==> src/rtl/supply_rst_pkg.sv <==
package supply_rst_pkg;

    localparam logic [1:0] CAUSE_NONE   = 2'b00;
    localparam logic [1:0] CAUSE_SUPPLY = 2'b01;
    localparam logic [1:0] CAUSE_FLASH  = 2'b10;

    typedef struct packed {
        logic       mon_en;
        logic       mon_sel;
        logic       usr_en;
        logic       usr_sel;
        logic       irq_en;
        logic       irq;
        logic       asleep;
        logic [1:0] cause;
    } ctl_t;

    localparam ctl_t CTL_RESET = '{
        mon_en:  1'b1,
        mon_sel: 1'b1,
        usr_en:  1'b1,
        usr_sel: 1'b1,
        irq_en:  1'b0,
        irq:     1'b0,
        asleep:  1'b0,
        cause:   CAUSE_SUPPLY
    };

endpackage

==> src/rtl/srm_sync_filter.sv <==
module srm_sync_filter #(
    parameter int W = 2
) (
    input  logic         clk,
    input  logic         por_n,
    input  logic [W-1:0] raw_i,
    output logic [W-1:0] flt_o
);

    typedef struct packed {
        logic [W-1:0] s1;
        logic [W-1:0] s2;
        logic [W-1:0] prev;
        logic [W-1:0] flt;
    } filt_t;

    filt_t f_d, f_q;

    always_comb begin
        f_d      = f_q;
        f_d.s1   = raw_i;
        f_d.s2   = f_q.s1;
        f_d.prev = f_q.s2;
        for (int i = 0; i < W; i++) begin
            if (f_q.s2[i] == f_q.prev[i]) begin
                f_d.flt[i] = f_q.s2[i];
            end
        end
    end

    always_ff @(posedge clk or negedge por_n) begin
        if (!por_n) begin
            f_q <= '0;
        end else begin
            f_q <= f_d;
        end
    end

    assign flt_o = f_q.flt;

endmodule

==> src/rtl/srm_stretch.sv <==
module srm_stretch #(
    parameter int STRETCH_CYC = 16
) (
    input  logic clk,
    input  logic por_n,
    input  logic hold_i,
    input  logic start_i,
    output logic active_o
);

    localparam int CW = $clog2(STRETCH_CYC + 1);
    localparam logic [CW-1:0] LOAD = CW'(STRETCH_CYC);

    logic [CW-1:0] cnt_d, cnt_q;

    always_comb begin
        cnt_d = cnt_q;
        if (hold_i || start_i) begin
            cnt_d = LOAD;
        end else if (cnt_q != '0) begin
            cnt_d = cnt_q - 1'b1;
        end
    end

    always_ff @(posedge clk or negedge por_n) begin
        if (!por_n) begin
            cnt_q <= LOAD;
        end else begin
            cnt_q <= cnt_d;
        end
    end

    assign active_o = (cnt_q != '0);

endmodule

==> src/rtl/supply_rst_ctrl.sv <==
module supply_rst_ctrl
    import supply_rst_pkg::*;
#(
    parameter int STRETCH_CYC = 16
) (
    input  logic       clk,
    input  logic       por_n,
    input  logic       cmp_rst_ok,
    input  logic       cmp_warn_ok,
    input  logic       sw_rst_req,
    input  logic       sleep_req,
    input  logic       wake_req,
    input  logic       flash_op,
    input  logic       cfg_we,
    input  logic       cfg_mon_en,
    input  logic       cfg_mon_sel,
    input  logic       cfg_irq_en,
    input  logic [1:0] cause_clr,
    input  logic       irq_ack,
    output logic       rst_n,
    output logic [1:0] cause,
    output logic       mon_en,
    output logic       mon_sel,
    output logic       vdd_ok,
    output logic       warn_irq,
    output logic       asleep
);

    ctl_t st_d, st_q;
    logic [1:0] flt;
    logic rst_ok_f;
    logic warn_ok_f;
    logic hold;
    logic start;
    logic sw_ok;
    logic rst_active;
    logic irq_en_w;

    srm_sync_filter #(.W(2)) u_filt (
        .clk   (clk),
        .por_n (por_n),
        .raw_i ({cmp_warn_ok, cmp_rst_ok}),
        .flt_o (flt)
    );

    assign rst_ok_f  = flt[0];
    assign warn_ok_f = flt[1];

    srm_stretch #(.STRETCH_CYC(STRETCH_CYC)) u_stretch (
        .clk      (clk),
        .por_n    (por_n),
        .hold_i   (hold),
        .start_i  (start),
        .active_o (rst_active)
    );

    always_comb begin
        st_d  = st_q;
        start = 1'b0;
        hold  = st_q.mon_en && st_q.mon_sel && !st_q.asleep && !rst_ok_f;
        sw_ok = !rst_active && !st_q.asleep;

        if (hold) begin
            st_d.cause   = CAUSE_SUPPLY;
            st_d.mon_en  = 1'b1;
            st_d.mon_sel = 1'b1;
            st_d.usr_en  = 1'b1;
            st_d.usr_sel = 1'b1;
        end else if (sw_ok) begin
            if (flash_op && !st_q.mon_en) begin
                start      = 1'b1;
                st_d.cause = CAUSE_FLASH;
            end else if (sw_rst_req) begin
                start      = 1'b1;
                st_d.cause = CAUSE_NONE;
            end else begin
                st_d.cause = st_q.cause & ~cause_clr;
                if (sleep_req) begin
                    st_d.asleep  = 1'b1;
                    st_d.mon_en  = 1'b0;
                    st_d.mon_sel = 1'b0;
                end else if (cfg_we) begin
                    st_d.usr_en  = cfg_mon_en;
                    st_d.usr_sel = cfg_mon_sel;
                    st_d.mon_en  = cfg_mon_en;
                    st_d.mon_sel = cfg_mon_sel;
                    st_d.irq_en  = cfg_irq_en;
                end
            end
        end else if (st_q.asleep && wake_req) begin
            st_d.asleep  = 1'b0;
            st_d.mon_en  = st_q.usr_en;
            st_d.mon_sel = st_q.usr_sel;
        end

        if (irq_ack) begin
            st_d.irq = 1'b0;
        end else begin
            st_d.irq = st_q.irq || (st_q.irq_en && !warn_ok_f);
        end
    end

    always_ff @(posedge clk or negedge por_n) begin
        if (!por_n) begin
            st_q <= CTL_RESET;
        end else begin
            st_q <= st_d;
        end
    end

    assign irq_en_w = st_q.irq_en;
    assign rst_n    = !rst_active;
    assign cause    = st_q.cause;
    assign mon_en   = st_q.mon_en;
    assign mon_sel  = st_q.mon_sel;
    assign vdd_ok   = warn_ok_f;
    assign warn_irq = st_q.irq;
    assign asleep   = st_q.asleep;

endmodule

==> config.mk <==
export PLATFORM = sky130hd
export DESIGN_NAME = supply_rst_ctrl
export DESIGN_NICKNAME = d
export VERILOG_FILES = /design/src/rtl/supply_rst_pkg.sv /design/src/rtl/srm_sync_filter.sv /design/src/rtl/srm_stretch.sv /design/src/rtl/supply_rst_ctrl.sv
export SDC_FILE = /design/constraint.sdc
export NUM_CORES = 1
export LEC_CHECK = 0
export BUFFER_PORTS_ARGS = -buffer_cell sky130_fd_sc_hd__buf_4
export CAP_MARGIN = 20
export CORE_ASPECT_RATIO = 1.5
export CORE_MARGIN = 2
export CORE_UTILIZATION = 46
export DETAILED_ROUTE_END_ITERATION = 8
export GPL_TIMING_DRIVEN = 0
export PLACE_DENSITY_LB_ADDON = 0.3
export SLEW_MARGIN = 40
export SYNTH_ARGS = -nofsm -noshare
export SYNTH_HDL_FRONTEND = slang
export SYNTH_SLANG_ARGS = --single-unit
==> constraint.sdc <==
create_clock -name clk -period 2.05 [get_ports clk]
set_input_delay 0.41 -clock clk [delete_from_list [all_inputs] [get_ports clk]]
set_output_delay 0.41 -clock clk [all_outputs]
set_load 0.02 [all_outputs]
==> flow_metrics.tcl <==
set metrics [dict create \
    cts_tree "yes" \
    grt_usage_pct 17.3 \
    max_stage_delay_ns 0.52 \
    ir_drop_v 0.000635 \
    dpl.cell_count 126 \
    via_per_inst 5.22 \
    drt-pass1-iter-count 4 \
    ys_seq_area_share_pct 58.0 \
    cp-start-kind "register" \
    report.final.slew_viol_count 0 \
    drtAntennaViolNets 0 \
    worst_slew_pin_slew_ns 0.439 \
    setup_viol 1 \
    skew_ns 0.00229 \
    synth_cell_types 32 \
    hold_class "in -> reg" \
    netlist_instances 82 \
    grt_use_met3_pct 4.09 \
    status "finished with violations" \
    r2r_start "u_stretch.cnt_q[0]" \
    n_antenna_cell 0 \
    postLayoutSetupSlackWorst_ns -0.0116 \
    io_buffers 22 \
    drive_gt1_share_pct 49.6 \
    power_density_nw_per_um2 1170 \
    power_switching_w 0.000477 \
    violations "setup timing" \
    min_period_ns 2.06 \
    cts-root-buf "clkbuf_4" \
    crit_required_ns 1.64 \
    maxSlewHeadroom_pct 70.5 \
    p_clk_share_pct 22.0 \
    synthFlopType "dfrtp_1" \
    worstPathCellList "inv_2 -> ha_4 -> or4b_4 -> clkinv_4 -> buf_6" \
    synth.avg_cell_area_um2 11.7 \
    dieArea_um2 2480 \
    syn_to_final_growth_pct 34.5 \
    drc 0 \
    met2_usage_pct 28.1 \
    grt_pass1_vias 706 \
    seqPwrFrac_pct 39.7 \
    mappedNetlistArea_um2 962 \
    cts-htree-levels 1 \
    synth_edf_count 0 \
    initial_core_util_pct 48.1 \
    wl_mm 1.87 \
    antenna_found_initial 0 \
    period_share_pct 101 \
    grtUsageMet1_pct 20.6 \
    whs_ns 0.191 \
    leakage_nw 0.604 \
    startpoint "u_stretch.cnt_q[0]" \
    synth_nets 98 \
    hpwlAfterDp_mm 1.27 \
    die_w_um 41.3 \
    clk_pin_slew_ns 0.12 \
    fillers 166 \
    synthArstFlopShare_pct 100 \
    cts_made_buffers 3 \
    fin_cells 139 \
    die_h_um 60.0 \
    crit_path_max_fanout 5 \
    cp.arrival_ns 1.65 \
    ys_ff_latch 22 \
    switching_share_pct 31.5 \
    rsz0062_at_grt "true" \
    cp_slowest_cell "or4b_4" \
    final_nets 134 \
    clock_path_buffers 2 \
    grt_max_degree 23 \
    cts.sinks 22 \
    routabilityCongestion 0.759 \
    hold_viol 0 \
    coreArea_um2 2000 \
    p_int_w 0.00104 \
    holdCritStartpoint "cmp_rst_ok" \
    combPwrFrac_pct 38.4 \
    worstSetupEndpointType "output port" \
    drv_cap 0 \
    yosysWarnings 0 \
    routedWlPerCell_um 13.5 \
    top_usage_layer "met2" \
    rows 20 \
    overflow 0 \
    clk_latency_ns 0.31 \
    grt_pass1_wl_mm 2.89 \
    drt_iter0_drc 11 \
    via_count 726 \
    io_pins 23 \
    fmaxAchievable_mhz 485 \
    critPathKind "reg -> out" \
]
==> power by group through the flow <==
stage / Sequential (W) / Combinational, W / Clock [W]
final: 0.000601 / 0.000581 / 0.000333
after global routing: 0.000614 / 0.000637 / 0.000356
after CTS: 0.000599 / 0.000572 / 0.000338
after detailed placement: 0.000608 / 0.000471 / 0
after global placement: 0.000605 / 0.000461 / 0
after floorplan: 0.000617 / 0.000317 / 0
==> placed cells by master, fill, tap and decap left out, types with 2 or more instances in the layout <==
cell,n
a21oi_1,4
a221o_2,2
buf_4,32
clkbuf_4,3
dfrtp_1,16
dfstp_2,6
inv_1,4
inv_2,2
maj3_1,2
mux2_2,2
nand3_1,2
nor2_1,11
nor3_1,4
o21ai_0,4
==> state kept, by name, summed over array words and instances, names as in the netlist <==
name             cells
asleep               1
st_q                 2
mon_en               1
u_stretch.cnt_q      5
mon_sel              1
irq_en_w             1
u_filt.flt_o         2
u_filt.f_d           4
cause                2
warn_irq             1
u_filt.f_q           2
==> metrics by stage <==
| step | instance area [um2] | util (%) | TNS (ns) | worst slack [ns] | total power (W) |
|---|---|---|---|---|---|
| 6_report | 1290 | 64.6 | -0.0116 | -0.0116 | 0.00152 |
| 5_1_grt | 1290 | 64.6 | -0.121 | -0.0680 | 0.00161 |
| 4_1_cts | 1280 | 63.9 | -0.0122 | -0.0122 | 0.00151 |
| 3_5_place_dp | 1150 | 57.7 | -0.576 | -0.138 | 0.00108 |
| 3_3_place_gp | 1150 | 57.7 | -0.321 | -0.125 | 0.00107 |
| 2_1_floorplan | 962 | - | -0.00267 | -0.00267 | 0.000935 |
==> worst max-delay path: cells and delay by family (launching register included) <==
family	cells	cell delay [ns]
AND/OR/NAND/NOR	1	0.52
flip-flops	1	0.41
buffers and inverters	3	0.28
adder cells (fa/ha/maj)	1	0.12
==> area by class of cell <==
cell class,count,area (um2),share of cell area (%)
clock inverters,1,30.0,2.32
repair buffers,32,246,19.1
inverters,7,31.3,2.42
well taps,22,27.5,2.13
plain buffers,2,15.0,1.16
clock buffers,3,22.5,1.74
multi-input cells,50,363,28.0
flip-flops and latches,22,558,43.1
==> logic make-up (layout without fill, tap and decap cells) <==
| logic type | Yosys count | in the layout | share of synthesized area (%) |
|---|---|---|---|
| XOR/XNOR | 1 | 1 | 0.910 |
| AO/OA/AOI/OAI | 15 | 15 | 10.5 |
| flip-flops | 22 | 22 | 58.0 |
| buffers and inverters | 10 | 45 | 5.98 |
| adder cells (fa/ha/maj) | 3 | 3 | 3.38 |
| multiplexers | 4 | 4 | 4.94 |
| AND/OR/NAND/NOR | 27 | 27 | 16.3 |
==> layer usage <==
layer	up-vias	routed length, um	part of all wire, %
met4	0	29	1.6
li1	355	-	-
met5	-	0	0
met2	15	1020	55
met3	4	79	4.2
met1	352	737	39
==> synth_stat cells (2+ instances only) <==
master | count | area (um2)
nand3_1 | 2 | 10.0
a221o_2 | 2 | 22.5
nor2_1 | 11 | 41.3
o21ai_0 | 5 | 25.0
maj3_1 | 2 | 20.0
dfrtp_1 | 16 | 400
mux2_2 | 2 | 22.5
a21oi_1 | 4 | 20.0
nor3_1 | 4 | 20.0
buf_4 | 2 | 15.0
dfstp_2 | 6 | 158
inv_1 | 6 | 22.5
==> repair_timing <==
| action | in CTS | in global routing |
|---|---|---|
| hold buffers | 1 | 0 |
| hold endpoints to repair | 16 | 0 |
| resized for setup | 7 | 0 |
| endpoints found under the setup margin | 9 | 4 |
| pin swaps | 2 | 0 |
| buffers inserted | 7 | 2 |
==> path summary, 6_finish.rpt <==
kind	endpoint	slack [ns]	cells past startpoint
worst max-delay path	rst_n	-0.01	5
worst min-delay path	u_filt.f_d[4]	0.19	1
worst max register to register	mon_sel	0.04	7
worst min register to register	u_filt.f_d[2]	0.36	0
max in group asynchronous	u_stretch.cnt_q[4]	1.27	2
min in group asynchronous	u_filt.f_q[2]	0.51	2
Note: power is estimated with default switching activity, not from simulation.
